### src/rtl/clk_presc_pkg.sv
package clk_presc_pkg;

    localparam int LIN_W   = 12;
    localparam int EXP_W   = 4;
    localparam int EXP_LSB = 12;
    localparam int WORD_W  = 32;
    localparam int BIN_W   = 1 << EXP_W;

    localparam int DEF_EXP = 1;
    localparam int DEF_LIN = 9;

    typedef struct packed {
        logic [EXP_W-1:0] expo;
        logic [LIN_W-1:0] lin;
    } presc_cfg_t;

    localparam presc_cfg_t DEF_CFG = '{expo: EXP_W'(DEF_EXP), lin: LIN_W'(DEF_LIN)};

    function automatic presc_cfg_t unpack_cfg(input logic [WORD_W-1:0] w);
        presc_cfg_t c;
        c.lin  = w[LIN_W-1:0];
        c.expo = w[EXP_LSB +: EXP_W];
        return c;
    endfunction

    function automatic logic [BIN_W-1:0] bin_limit(input logic [EXP_W-1:0] e);
        return {BIN_W{1'b1}} >> (BIN_W - 1 - int'(e));
    endfunction

endpackage

### src/rtl/presc_cfg_hold.sv
module presc_cfg_hold
    import clk_presc_pkg::*;
(
    input  logic              clk,
    input  logic              rst,
    input  logic              load,
    input  logic [WORD_W-1:0] word,
    input  logic              boundary,
    output presc_cfg_t        active
);
    presc_cfg_t pending;
    presc_cfg_t incoming;

    assign incoming = unpack_cfg(word);

    always_ff @(posedge clk) begin
        if (rst) begin
            pending <= DEF_CFG;
            active  <= DEF_CFG;
        end else begin
            if (load)
                pending <= incoming;
            if (boundary)
                active <= load ? incoming : pending;
        end
    end


    cfg_swap_chk: assert property (@(posedge clk) disable iff (rst)
        !$stable(active) |-> $past(boundary));

endmodule

### src/rtl/presc_lin_stage.sv
module presc_lin_stage
    import clk_presc_pkg::*;
(
    input  logic             clk,
    input  logic             rst,
    input  logic [LIN_W-1:0] lim,
    output logic             wrap
);
    logic [LIN_W-1:0] cnt;

    assign wrap = (cnt == lim);

    always_ff @(posedge clk) begin
        if (rst)
            cnt <= '0;
        else if (wrap)
            cnt <= '0;
        else
            cnt <= cnt + 1'b1;
    end


    lin_range_chk: assert property (@(posedge clk) disable iff (rst)
        cnt <= lim);


    lin_restart_chk: assert property (@(posedge clk) disable iff (rst)
        wrap |=> cnt == '0);

endmodule

### src/rtl/presc_bin_stage.sv
module presc_bin_stage
    import clk_presc_pkg::*;
(
    input  logic             clk,
    input  logic             rst,
    input  logic             step,
    input  logic [EXP_W-1:0] expo,
    output logic             last,
    output logic             half
);
    logic [BIN_W-1:0] cnt;

    assign last = (cnt == bin_limit(expo));
    assign half = cnt[expo];

    always_ff @(posedge clk) begin
        if (rst)
            cnt <= '0;
        else if (step)
            cnt <= last ? '0 : cnt + 1'b1;
    end


    half_edge_chk: assert property (@(posedge clk) disable iff (rst)
        !$stable(half) |-> $past(step));

endmodule

### src/rtl/clk_presc.sv
module clk_presc
    import clk_presc_pkg::*;
(
    input  logic        clk,
    input  logic        rst,
    input  logic        cfg_load,
    input  logic [31:0] cfg_word,
    output logic        tick,
    output logic        half_clk
);
    presc_cfg_t active;
    logic       lin_wrap;
    logic       bin_last;
    logic       bin_half;

    presc_cfg_hold u_hold (
        .clk      (clk),
        .rst      (rst),
        .load     (cfg_load),
        .word     (cfg_word),
        .boundary (tick),
        .active   (active)
    );

    presc_lin_stage u_lin (
        .clk  (clk),
        .rst  (rst),
        .lim  (active.lin),
        .wrap (lin_wrap)
    );

    presc_bin_stage u_bin (
        .clk  (clk),
        .rst  (rst),
        .step (lin_wrap),
        .expo (active.expo),
        .last (bin_last),
        .half (bin_half)
    );

    assign tick     = lin_wrap & bin_last & ~rst;
    assign half_clk = bin_half & ~rst;


    tick_single_chk: assert property (@(posedge clk) disable iff (rst)
        tick |=> !tick);


    half_restart_chk: assert property (@(posedge clk) disable iff (rst)
        tick |=> !half_clk);

endmodule

### config.mk
export PLATFORM = sky130hd
export DESIGN_NAME = clk_presc
export DESIGN_NICKNAME = d
export VERILOG_FILES = /design/src/rtl/clk_presc_pkg.sv /design/src/rtl/presc_cfg_hold.sv /design/src/rtl/presc_lin_stage.sv /design/src/rtl/presc_bin_stage.sv /design/src/rtl/clk_presc.sv
export SDC_FILE = /design/constraint.sdc
export NUM_CORES = 1
export LEC_CHECK = 0
export ABC_AREA = 1
export BUFFER_PORTS_ARGS = -buffer_cell sky130_fd_sc_hd__buf_2
export CELL_PAD_IN_SITES_DETAIL_PLACEMENT = 0
export CELL_PAD_IN_SITES_GLOBAL_PLACEMENT = 2
export CORE_MARGIN = 3
export CORE_UTILIZATION = 33
export CTS_BUF_LIST = sky130_fd_sc_hd__clkbuf_4
export DETAILED_ROUTE_END_ITERATION = 8
export GPL_TIMING_DRIVEN = 0
export PLACE_DENSITY_LB_ADDON = 0.1
export SYNTH_ARGS = -nofsm -noshare
export SYNTH_HDL_FRONTEND = slang
export SYNTH_SLANG_ARGS = --single-unit
### constraint.sdc
create_clock -name clk -period 2.16 [get_ports clk]
set_clock_uncertainty 0.2 [all_clocks]
set_input_delay 0.324 -clock clk [delete_from_list [all_inputs] [get_ports clk]]
set_output_delay 0.324 -clock clk [all_outputs]
set_load 0.05 [all_outputs]
==> flow_summary.yaml <==
pwr:
  powerDensity_mw_per_mm2: 457
  p_leak_nw: 2.03
  finalPower_mw: 2.09
  ir_drop_mv: 0.406
finish:
  final_cell_mix: "nand2_1 (139), nor2_1 (67), inv_1 (51)"
  area_growth_pct: 28.7
  multiInputGateArea_mm2: 0.00223
  layout.filler_cells: 1144
  stdcell_area_mm2: 0.00458
  nets: 656
  num_antenna_cells: 0
  final_common_cell: "nand2_1"
  drive_gt1_share_pct: 27.9
  regArea_mm2: 0.00123
  fin_util_pct: 44.0
floorplanning:
  fp.dieArea_mm2: 0.0121
  pin_count: 37
  dieHeight_um: 110
  die_x_um: 110
  core_mm2: 0.0104
  rows: 37
  start_util_pct: 34.2
placed_design:
  hpwlAfterDp_um: 8060
  io_buffer_count: 19
  placed_area_mm2: 0.00384
  routabilityCongestion: 0.810
  pre_cts_ws_ps: -164
timing:
  max_slew_margin_pct: 55.4
  finalSetupTns_ps: -4920
  period_share_pct: 118
  fmax_mhz: 391
  finalSetupViolCount: 19
  timing.final.ws_setup_ps: -399
  rsz0062_at_grt: "true"
  final_hold_viol_count: 0
  fin_crit_ps: 2560
  drv_slew: 0
  worst_pin_slew_ps: 669
setup_path:
  critPathSlowestCell: "dfxtp_4"
  critPathKind: "reg -> out"
  critical-path-max-stage-delay_ps: 390
  cp-end-kind: "output port"
  required_ps: 1640
  crit_path_start_kind: "flop"
  crit_chain: "buf_8, nor2_4, nand2_1, nand2_1, nand2_2, inv_2, nand3_2, nor2_4, nand3_4, nor3_4, buf_6"
  cp_max_fo: 5
  worstPathArrival_ps: 2030
routing:
  vias_per_cell: 4.75
  vias: 3612
  dr.pass1.iters: 4
  drt_wl_total_um: 10600
  drt-initial-drc-count: 184
  wl_per_cell_um: 14.0
  ant_nets: 0
  drc: 0
clock_tree:
  cts_made_buffers: 9
  clock_latency_ps: 400
  cts_sinks: 60
  clockBufferDepth: 2
  htree_levels: 3
  cts_tree: "yes"
  clockRootBuffer: "clkbuf_4"
  path_clk_slew_ps: 110
global_routing:
  track_usage_pct: 18.8
  grt_max_degree: 11
  globalRouteOverflowTotal: 0
  grt_pass1_vias: 3266
  antenna_found_initial: 0
  grt_pass1_wl_um: 17200
synthesis:
  synth.cell_area_mm2: 0.00356
  synthesis.nets: 597
  synth_area_leaders: "dfxtp_1 (34%), nand2_1 (17%), nor2_1 (7.6%)"
  yosysTopAreaCellShare_pct: 33.7
  ys_types: 31
  yosysTopAreaCell: "dfxtp_1"
  synthCells: 560
  synth.avg_cell_area_um2: 6.36
  yosys_warnings: 0
  ys_seq_area_share_pct: 33.7
  ys_seq_elements: 60
outcome:
  status: "finished, violations left"
  violations: "setup timing"
hold_path:
  min-delay-path-class: "in -> reg"
flow_run:
  maxCapViolations: 0
-- cell families (layout without fill, tap and decap cells) --
kind of cell / Yosys count / count (layout) / synth area share (%)
AOI/OAI and AO/OA: 50 / 50 / 7.23
xor gates and xnor gates: 19 / 19 / 4.67
adders and majority gates: 2 / 2 / 0.702
buffers and inverters: 80 / 144 / 9.52
DFF: 60 / 60 / 33.7
and+or+nand+nor: 349 / 349 / 44.2
-- repair_timing --
| item | CTS | global route |
|---|---|---|
| hold buffers | 3 | 0 |
| setup endpoints to repair | 26 | 33 |
| pin swaps | 4 | 10 |
| setup buffers | 8 | 17 |
| cloned | 0 | 2 |
| resized for setup | 45 | 64 |
| hold endpoints to repair | 3 | 0 |
-- sequential cells by signal, indices dropped and copies added (netlist names) --
register,flops
u_bin.cnt,16
u_hold.pending,16
u_lin.cnt,12
u_hold.active,16
-- area by class of cell --
type	count	area share (%)
Sequential cell	60	26.7
Timing Repair Buffer	49	9.58
Inverter	63	5.51
Buffer	16	2.78
Clock buffer	11	1.80
Multi-Input combinational cell	420	48.7
Tap cell	136	3.71
Clock inverter	5	1.15
-- path summary, 6_finish.rpt --
check / from / end / slack, ps / depth (start not counted)
hold reg to reg: u_hold.active[7] / u_hold.active[7] / 260 / 2
setup / recovery: u_hold.active[15] / tick / -400 / 11
setup reg to reg: u_hold.active[15] / u_hold.active[10] / -330 / 18
hold / removal: cfg_word[1] / u_hold.pending[1] / 80 / 4
-- cell usage after synthesis (all sizes together) --
cell,count
a21oi,19
buf,9
clkbuf,8
dfxtp,60
ha,2
inv,63
nand2,171
nand3,50
nand4,20
nor2,81
nor2b,1
nor3,8
nor3b,1
nor4,1
o21a,1
o21ai,29
o22ai,1
or2,16
xnor2,11
xor2,8
-- where the power goes --
group	leakage [nW]	internal [mW]	total [mW]	switching, mW
logic	1.46	0.0642	0.151	0.0872
clock network	0.0766	0.374	0.807	0.434
registers	0.494	1.12	1.13	0.00978
total	2.03	1.56	2.09	0.531
-- critical path: cells and delay by family, from the launching register on --
kind | cells | cell delay, ps
and+or+nand+nor | 8 | 860
DFF | 1 | 390
buffers and inverters | 3 | 390
-- per-stage QoR --
step	hold slack [ps]	cells
after CTS	53.2	742
after global routing	96.6	760
after detailed placement	249	715
after floorplan	228	560
final	82.9	760
after global placement	249	715
-- metal layers --
metal	track usage (%)	vias up	wire length, um
met5	0	-	0
met4	3.47	0	85
met3	3.58	8	423
met2	26.5	67	4350
met1	29.5	1637	5780
li1	-	1900	-
Note: power is estimated with default switching activity, not from simulation.
